### src/rtl/gtmr_pkg.sv
package gtmr_pkg;

  localparam int AW = 2;

  localparam logic [AW-1:0] A_LO  = 2'd0;
  localparam logic [AW-1:0] A_HI  = 2'd1;
  localparam logic [AW-1:0] A_CFG = 2'd2;
  localparam logic [AW-1:0] A_CTL = 2'd3;

  localparam int CTL_RUN  = 0;
  localparam int CTL_IEN  = 1;
  localparam int CTL_FLAG = 2;

  typedef enum logic [1:0] {
    MODE_13  = 2'd0,
    MODE_16  = 2'd1,
    MODE_8R  = 2'd2,
    MODE_ALT = 2'd3
  } tmode_e;

  typedef struct packed {
    logic   gate_inv;
    logic   gate_en;
    logic   tick_sel;
    logic   ext_sel;
    tmode_e mode;
  } cfg_t;

  localparam int CFG_W = $bits(cfg_t);

endpackage

### src/rtl/gtmr_sync.sv
module gtmr_sync #(
  parameter int WIDTH  = 2,
  parameter int STAGES = 2
) (
  input  logic             clk,
  input  logic             rst_n,
  input  logic [WIDTH-1:0] d,
  output logic [WIDTH-1:0] q
);

  logic [WIDTH-1:0] stg [STAGES];

  always_ff @(posedge clk) begin
    if (!rst_n) stg[0] <= '0;
    else        stg[0] <= d;
  end

  for (genvar i = 1; i < STAGES; i++) begin : g_stage
    always_ff @(posedge clk) begin
      if (!rst_n) stg[i] <= '0;
      else        stg[i] <= stg[i-1];
    end
  end

  assign q = stg[STAGES-1];

endmodule

### src/rtl/gtmr_step.sv
module gtmr_step (
  input  logic clk,
  input  logic rst_n,
  input  logic run,
  input  logic gate_en,
  input  logic gate_inv,
  input  logic ext_sel,
  input  logic tick_sel,
  input  logic tick_pre,
  input  logic cnt_s,
  input  logic gate_s,
  output logic step,
  output logic fall
);

  logic cnt_prev;
  logic gate_ok;
  logic src_hit;

  always_ff @(posedge clk) begin
    if (!rst_n) cnt_prev <= 1'b0;
    else        cnt_prev <= cnt_s;
  end

  assign fall = cnt_prev & ~cnt_s;

  always_comb begin
    gate_ok = !gate_en || (gate_s ^ gate_inv);
    if (ext_sel)       src_hit = fall;
    else if (tick_sel) src_hit = tick_pre;
    else               src_hit = 1'b1;
    step = run && gate_ok && src_hit;
  end

endmodule

### src/rtl/gtmr_count.sv
module gtmr_count
  import gtmr_pkg::*;
#(
  parameter int DW       = 8,
  parameter int PRE_BITS = 5
) (
  input  tmode_e        mode,
  input  logic          step,
  input  logic [DW-1:0] lo,
  input  logic [DW-1:0] hi,
  output logic [DW-1:0] lo_n,
  output logic [DW-1:0] hi_n,
  output logic          wrap
);

  localparam int W13 = PRE_BITS + DW;
  localparam int W16 = 2 * DW;

  logic [W13:0] sum13;
  logic [W16:0] sum16;
  logic [DW:0]  sum8;

  always_comb begin
    sum13 = {1'b0, hi, lo[PRE_BITS-1:0]} + {{W13{1'b0}}, 1'b1};
    sum16 = {1'b0, hi, lo} + {{W16{1'b0}}, 1'b1};
    sum8  = {1'b0, lo} + {{DW{1'b0}}, 1'b1};

    lo_n = lo;
    hi_n = hi;
    wrap = 1'b0;

    if (step) begin
      unique case (mode)
        MODE_13: begin
          lo_n = {lo[DW-1:PRE_BITS], sum13[PRE_BITS-1:0]};
          hi_n = sum13[W13-1:PRE_BITS];
          wrap = sum13[W13];
        end
        MODE_8R: begin
          lo_n = sum8[DW] ? hi : sum8[DW-1:0];
          wrap = sum8[DW];
        end
        default: begin
          lo_n = sum16[DW-1:0];
          hi_n = sum16[W16-1:DW];
          wrap = sum16[W16];
        end
      endcase
    end
  end

endmodule

### src/rtl/gated_timer.sv
module gated_timer
  import gtmr_pkg::*;
#(
  parameter int DW          = 8,
  parameter int PRE_BITS    = 5,
  parameter int SYNC_STAGES = 2
) (
  input  logic          clk,
  input  logic          rst_n,
  input  logic          wr_en,
  input  logic [AW-1:0] wr_addr,
  input  logic [DW-1:0] wr_data,
  input  logic [AW-1:0] rd_addr,
  output logic [DW-1:0] rd_data,
  input  logic          tick_pre,
  input  logic          cnt_pin,
  input  logic          gate_pin,
  input  logic          irq_ack,
  output logic          ovf_flag,
  output logic          irq
);

  logic [DW-1:0] lo_q, hi_q, lo_n, hi_n;
  cfg_t          cfg_q;
  logic          run_q, ien_q, flag_q;
  logic          cnt_s, gate_s;
  logic          step, fall, step_go, wrap;
  logic          wr_lo, wr_hi, wr_cfg, wr_ctl;

  assign wr_lo  = wr_en && (wr_addr == A_LO);
  assign wr_hi  = wr_en && (wr_addr == A_HI);
  assign wr_cfg = wr_en && (wr_addr == A_CFG);
  assign wr_ctl = wr_en && (wr_addr == A_CTL);

  gtmr_sync #(.WIDTH(2), .STAGES(SYNC_STAGES)) u_sync (
    .clk   (clk),
    .rst_n (rst_n),
    .d     ({cnt_pin, gate_pin}),
    .q     ({cnt_s, gate_s})
  );

  gtmr_step u_step (
    .clk      (clk),
    .rst_n    (rst_n),
    .run      (run_q),
    .gate_en  (cfg_q.gate_en),
    .gate_inv (cfg_q.gate_inv),
    .ext_sel  (cfg_q.ext_sel),
    .tick_sel (cfg_q.tick_sel),
    .tick_pre (tick_pre),
    .cnt_s    (cnt_s),
    .gate_s   (gate_s),
    .step     (step),
    .fall     (fall)
  );

  assign step_go = step && !wr_lo && !wr_hi;

  gtmr_count #(.DW(DW), .PRE_BITS(PRE_BITS)) u_count (
    .mode (cfg_q.mode),
    .step (step_go),
    .lo   (lo_q),
    .hi   (hi_q),
    .lo_n (lo_n),
    .hi_n (hi_n),
    .wrap (wrap)
  );

  always_ff @(posedge clk) begin
    if (!rst_n) begin
      lo_q   <= '0;
      hi_q   <= '0;
      cfg_q  <= '0;
      run_q  <= 1'b0;
      ien_q  <= 1'b0;
      flag_q <= 1'b0;
    end else begin
      lo_q <= wr_lo ? wr_data : lo_n;
      hi_q <= wr_hi ? wr_data : hi_n;
      if (wr_cfg) cfg_q <= cfg_t'(wr_data[CFG_W-1:0]);
      if (wr_ctl) begin
        run_q <= wr_data[CTL_RUN];
        ien_q <= wr_data[CTL_IEN];
      end
      if (wrap)
        flag_q <= 1'b1;
      else if (irq_ack || (wr_ctl && !wr_data[CTL_FLAG]))
        flag_q <= 1'b0;
    end
  end

  always_comb begin
    unique case (rd_addr)
      A_LO:    rd_data = lo_q;
      A_HI:    rd_data = hi_q;
      A_CFG:   rd_data = {{(DW-CFG_W){1'b0}}, cfg_q};
      default: rd_data = {{(DW-3){1'b0}}, flag_q, ien_q, run_q};
    endcase
  end

  assign ovf_flag = flag_q;
  assign irq      = flag_q && ien_q;

endmodule

### config.mk
export PLATFORM = sky130hd
export DESIGN_NAME = gated_timer
export DESIGN_NICKNAME = d
export VERILOG_FILES = /design/src/rtl/gtmr_pkg.sv /design/src/rtl/gtmr_sync.sv /design/src/rtl/gtmr_step.sv /design/src/rtl/gtmr_count.sv /design/src/rtl/gated_timer.sv
export SDC_FILE = /design/constraint.sdc
export NUM_CORES = 1
export LEC_CHECK = 0
export ABC_AREA = 1
export ABC_CLOCK_PERIOD_IN_PS = 4310
export CORE_MARGIN = 2
export CORE_UTILIZATION = 45
export DETAILED_ROUTE_END_ITERATION = 6
export PLACE_DENSITY_LB_ADDON = 0.08
export SLEW_MARGIN = 30
export SYNTH_ARGS = -nofsm -noshare
export SYNTH_HDL_FRONTEND = slang
export SYNTH_HIERARCHICAL = 1
export SYNTH_SLANG_ARGS = --single-unit
### constraint.sdc
create_clock -name clk -period 4.31 [get_ports clk]
set_input_delay 0.6465 -clock clk [delete_from_list [all_inputs] [get_ports clk]]
set_output_delay 0.6465 -clock clk [all_outputs]
set_load 0.02 [all_outputs]
==> results of run 1 <==
worst max-delay path, stage by stage:
cell,delay [ns]
clkdlybuf4s50_1,0.52
inv_1,0.05
nor2_1,0.38
nand2_1,0.10
nand3_1,0.11
clkdlybuf4s50_1,0.61
final cells by class:
| class | instances | area, µm² |
|---|---|---|
| Fill cell | 476 | 1920 |
| Multi-Input combinational cell | 260 | 1250 |
| Sequential cell | 30 | 601 |
| Timing Repair Buffer | 29 | 288 |
| Inverter | 47 | 176 |
| Clock buffer | 7 | 86.3 |
| Tap cell | 52 | 65.1 |
| Clock inverter | 1 | 5.00 |
registers in the layout, summed over array words and instances, names as in the netlist:
register / flops
ien_q: 1
cfg_q: 6
u_step/cnt_prev: 1
lo_q: 8
u_sync/stg: 4
hi_q: 8
run_q: 1
ovf_flag: 1
layout by cell type, fill, tap and decap left out, types with 3 or more instances in the layout:
master           count
nor2_4               4
nor2_1              51
dfxtp_1             30
inv_2                3
clkdlybuf4s50_1     28
nand4_1             18
a21oi_1             16
clkbuf_8             6
o211ai_1             3
nand2_2              7
nand3_1             24
nor2_2               4
inv_1               42
o21ai_1              3
nand2_1             97
o21ai_0             20
layer usage:
layer | vias to the layer above | GRT usage [%]
met5 | - | 0
met3 | 6 | 6.33
met2 | 78 | 35.4
met1 | 1025 | 33.7
met4 | 0 | 5.45
li1 | 1163 | -
worst paths after layout:
path	start	endpoint	slack (ns)	depth (start not counted)
setup / recovery	rd_addr[0]	rd_data[4]	1.24	6
hold / removal	u_sync/stg[0][0]	u_sync/stg[1][0]	0.40	2
setup reg to reg	cfg_q[2]	hi_q[5]	2.11	15
hold reg to reg	u_sync/stg[0][0]	u_sync/stg[1][0]	0.40	2
per-stage QoR:
step | hold WS, ns | power (mW) | area [µm²] | std cells | setup WS (ns)
5_1_grt | 0.433 | 0.681 | 2470 | 426 | 1.10
4_1_cts | 0.405 | 0.652 | 2470 | 426 | 1.23
6_report | 0.405 | 0.649 | 2470 | 426 | 1.24
2_1_floorplan | 0.386 | 0.373 | 2050 | 342 | 2.27
3_3_place_gp | 0.392 | 0.421 | 2380 | 418 | 1.29
3_5_place_dp | 0.397 | 0.422 | 2380 | 418 | 1.25
power by group through the flow:
| stage | Clock (mW) | Combinational (mW) | Sequential [mW] |
|---|---|---|---|
| 2_1_floorplan | 0 | 0.0652 | 0.308 |
| 3_3_place_gp | 0 | 0.104 | 0.316 |
| 3_5_place_dp | 0 | 0.106 | 0.316 |
| 4_1_cts | 0.237 | 0.106 | 0.310 |
| 5_1_grt | 0.251 | 0.119 | 0.312 |
| 6_report | 0.233 | 0.106 | 0.310 |
==> impl_metrics.tcl, run 1 <==
set metrics [dict create \
    rows 24 \
    clockBufferDepth 2 \
    hold_violations 0 \
    antenna_found_initial 0 \
    numCtsBuffers 5 \
    p_leak_nw 1.02 \
    clk_latency_ns 0.28 \
    crit_type "in -> out" \
    worstMarginPinSlew_ns 0.641 \
    pwr-share-comb_pct 16.3 \
    synth_fp_nets 362 \
    wl_met1_um 2680 \
    final_nets 393 \
    met3_length_um 398 \
    critPathLaunchType "input port" \
    wl_per_cell_um 13.4 \
    cp.arrival_ns 2.42 \
    layout-drive-gt1-share_pct 8.29 \
    grt.total_usage_pct 23.6 \
    initial_core_util_pct 46.8 \
    status "finished clean" \
    wl_met2_um 2590 \
    post-cts-setup-buffers 0 \
    grt_pass1_vias 1935 \
    final-setup-viol-count 0 \
    grt_pass1_wl_um 9360 \
    detail_route.vias_per_cell 5.33 \
    ir_drop_v 0.000261 \
    dp_hpwl_um 4350 \
    skew_ns 0.00560 \
    drt_iter0_drc 160 \
    p_clk_share_pct 35.9 \
    cts_resized 0 \
    ctsHoldBuffers 0 \
    diodes 0 \
    cts.clk_slew.worst_paths_ns 0.06 \
    synth_cells 342 \
    setup_tns_ns 0 \
    wl_um 5720 \
    power.internal_mw 0.464 \
    grt-ovfl-total 0 \
    hp-class "reg -> reg" \
    fmax_mhz 326 \
    die_area_um2 5110 \
    cts_root_buf "clkbuf_8" \
    clkSinkCount 30 \
    syn_area_um2 2050 \
    die_width_um 71.5 \
    synth.avg_cell_area_um2 6.00 \
    slew_headroom_pct 57.1 \
    cts_tree "built" \
    grt_max_degree 23 \
    top_layer "met4" \
    coreArea_um2 4380 \
    dr.pass1.iters 5 \
    io_pins 29 \
    final-max-slew-violation-count 0 \
    die_h_um 71.5 \
    gp_congestion 0.909 \
    endpoint_kind "output pin" \
    io_buffer_count 28 \
    cap_violations 0 \
    htree_levels 2 \
    finalCritPeriodShare_pct 71.2 \
    areaGrowthSynthToFinish_pct 20.4 \
    crit_fanout 8 \
    vias 2272 \
    powerDensity_nw_per_um2 263 \
    swShare_pct 28.6 \
    p_seq_share_pct 47.8 \
    remaining_drc_errors 0 \
    yosysWarnings 6 \
    ant_nets 0 \
    min_period_ns 3.07 \
    required_ns 3.66 \
    p_sw_mw 0.186 \
    utilization_pct 56.3 \
    rsz0062_at_grt "no" \
]
Note: power is estimated with default switching activity, not from simulation.
==> run 2: changes to the inputs <==
--- a/config.mk
+++ b/config.mk
@@ -6,7 +6,7 @@
 export NUM_CORES = 1
 export LEC_CHECK = 0
 export ABC_AREA = 1
-export ABC_CLOCK_PERIOD_IN_PS = 4310
+export ABC_CLOCK_PERIOD_IN_PS = 2940
 export CORE_MARGIN = 2
 export CORE_UTILIZATION = 45
 export DETAILED_ROUTE_END_ITERATION = 6
==> constraint.sdc (replaced) <==
create_clock -name clk -period 2.94 [get_ports clk]
set_input_delay 0.441 -clock clk [delete_from_list [all_inputs] [get_ports clk]]
set_output_delay 0.441 -clock clk [all_outputs]
set_load 0.02 [all_outputs]
==> run 2 against run 1 <==
  * Sequential power is 47% higher
  * Highest routed layer unchanged
  * Sequential share of layout area is 0.33 points lower
  * Die area stayed put
  * Flip-flop and latch count stayed put
  * Critical path type unchanged
  * Core utilization is 0.77 points higher
  * First-iteration DRC count is 8.8% lower
  * Total power is 54% higher
  * Critical endpoint is now rd_data[2]
  * Combinational power is 49% higher
==> impl_metrics.tcl, run 2 (synthesis results as in run 1) <==
set metrics [dict create \
    total_power_mw 1.00 \
    crit_chain "clkdlybuf4s50_1 -> inv_1 -> nor2_1 -> nand2_1 -> nand4_1 -> clkdlybuf4s50_1" \
    setup_tns_ns 0 \
    rows 24 \
    fin_area_um2 2500 \
    grt-ovfl-total 0 \
    drt_iter0_drc 146 \
    dp_hpwl_um 4360 \
    wl_per_cell_um 13.5 \
    endpoint_kind "output pin" \
    r2r_start "cfg_q[2]" \
    worstHoldStart "u_sync/stg[0][0]" \
    htree_levels 2 \
    layout_common_cells "nand2_1, nor2_1, inv_1" \
    mostFrequentLayoutCell "nand2_1" \
    cpMostUsedCell "clkdlybuf4s50_1" \
    min_period_ns 2.66 \
    cts.clk_slew.worst_paths_ns 0.07 \
    hold_path_end "u_sync/stg[1][0]" \
    reg2reg_to "hi_q[1]" \
    slew_headroom_pct 56.8 \
    cts_root_buf "clkbuf_8" \
    hp-class "reg -> reg" \
    clockBufferDepth 2 \
    crit_type "in -> out" \
    post-cts-setup-buffers 0 \
    hold_violations 0 \
    clk_latency_ns 0.28 \
    grt_max_degree 23 \
    final-max-slew-violation-count 0 \
    hold_depth 2 \
    io_pins 29 \
    wl_um 5780 \
    cp.arrival_ns 2.22 \
    numCtsBuffers 5 \
    critPathLaunchType "input port" \
    cp_slowest_cell "clkdlybuf4s50_1" \
    cap_violations 0 \
    die_h_um 71.5 \
    powerDensity_nw_per_um2 400 \
    coreArea_um2 4380 \
    register_area_um2 601 \
    gp_congestion 0.916 \
    placedCellCount 420 \
    diodes 0 \
    antenna_found_initial 0 \
    ctsHoldBuffers 0 \
    worstMarginPinSlew_ns 0.646 \
    dr.pass1.iters 7 \
    postPlaceCellArea_um2 2390 \
    grt_pass1_vias 1971 \
    initial_core_util_pct 46.8 \
    final_nets 395 \
    cts_resized 0 \
    remaining_drc_errors 0 \
    multi_input_area_um2 1250 \
    grt.total_usage_pct 24.1 \
    status "finished clean" \
    ant_nets 0 \
    reg2regPathDepth 15 \
    fmax_mhz 376 \
    clkSinkCount 30 \
    vias 2274 \
    die_width_um 71.5 \
    crit_fanout 8 \
    io_buffer_count 28 \
    skew_ns 0.00744 \
    finalCritPeriodShare_pct 90.4 \
    areaGrowthSynthToFinish_pct 22.0 \
    required_ns 2.50 \
    layout-drive-gt1-share_pct 9.04 \
    fill_cells 460 \
    detail_route.vias_per_cell 5.31 \
    final-setup-viol-count 0 \
    grt_pass1_wl_um 9630 \
    p_leak_nw 1.04 \
    reg_top3 "hi_q: 8 flops, lo_q: 8 flops, cfg_q: 6 flops" \
    die_area_um2 5110 \
    reg2reg_slack_ns 0.75 \
    layout.cells.non_filler 428 \
    cts_tree "built" \
    rsz0062_at_grt "no" \
    worst_path_largest_cell_delay_ns 0.60 \
    ir_drop_v 0.000316 \
]
run 2: how the worst max path moves through the flow:
stage	start	endpoint	slack (ns)	cells after the start
4_1_cts	rd_addr[0]	rd_data[2]	0.29	6
3_3_place_gp	rd_addr[0]	rd_data[4]	0.30	6
3_5_place_dp	tick_pre	hi_q[1]	0.25	18
2_1_floorplan	tick_pre	hi_q[1]	1.11	17
6_report	rd_addr[0]	rd_data[2]	0.28	6
5_1_grt	rd_addr[0]	rd_data[4]	0.17	6
run 2: layout make-up:
type | instances | area share [%]
sequential | 30 | 24.0
multi-input combinational | 260 | 49.9
inverter | 47 | 7.05
timing repair buffer | 31 | 12.1
clock buffer | 8 | 4.40
tap | 52 | 2.60
run 2: per-layer routing:
metal	vias up	part of all wire (%)	global-route usage, %
met4	0	0.95	5.03
met1	1008	47	36.0
met5	-	0	0
met2	96	44	35.9
met3	6	7.9	5.06
li1	1164	-	-
run 2: where the power goes:
group / switching, mW / total (mW) / internal, mW
Combinational: 0.0907 / 0.158 / 0.0671
Sequential: 0.0292 / 0.455 / 0.426
Clock: 0.153 / 0.389 / 0.236
run 2: stage by stage:
stage | worst slack [ns] | util, % | hold slack [ns]
2_1_floorplan | 1.11 | - | 0.386
3_3_place_gp | 0.298 | 54.6 | 0.393
3_5_place_dp | 0.254 | 54.6 | 0.399
4_1_cts | 0.293 | 57.1 | 0.409
5_1_grt | 0.174 | 57.1 | 0.433
6_report | 0.284 | 57.1 | 0.407
run 2: worst max-delay path: cells and delay by family:
kind | cells | cell delay, ns
buf+inv | 3 | 1.17
simple gates | 3 | 0.59
==> run 3: changes to the inputs <==
--- a/config.mk
+++ b/config.mk
@@ -11,6 +11,7 @@
 export CORE_UTILIZATION = 45
 export DETAILED_ROUTE_END_ITERATION = 6
 export PLACE_DENSITY_LB_ADDON = 0.08
+export SKIP_LAST_GASP = 1
 export SLEW_MARGIN = 30
 export SYNTH_ARGS = -nofsm -noshare
 export SYNTH_HDL_FRONTEND = slang
==> results of run 3 <==
Final layout, timing and power as in run 2 (identical DEF).
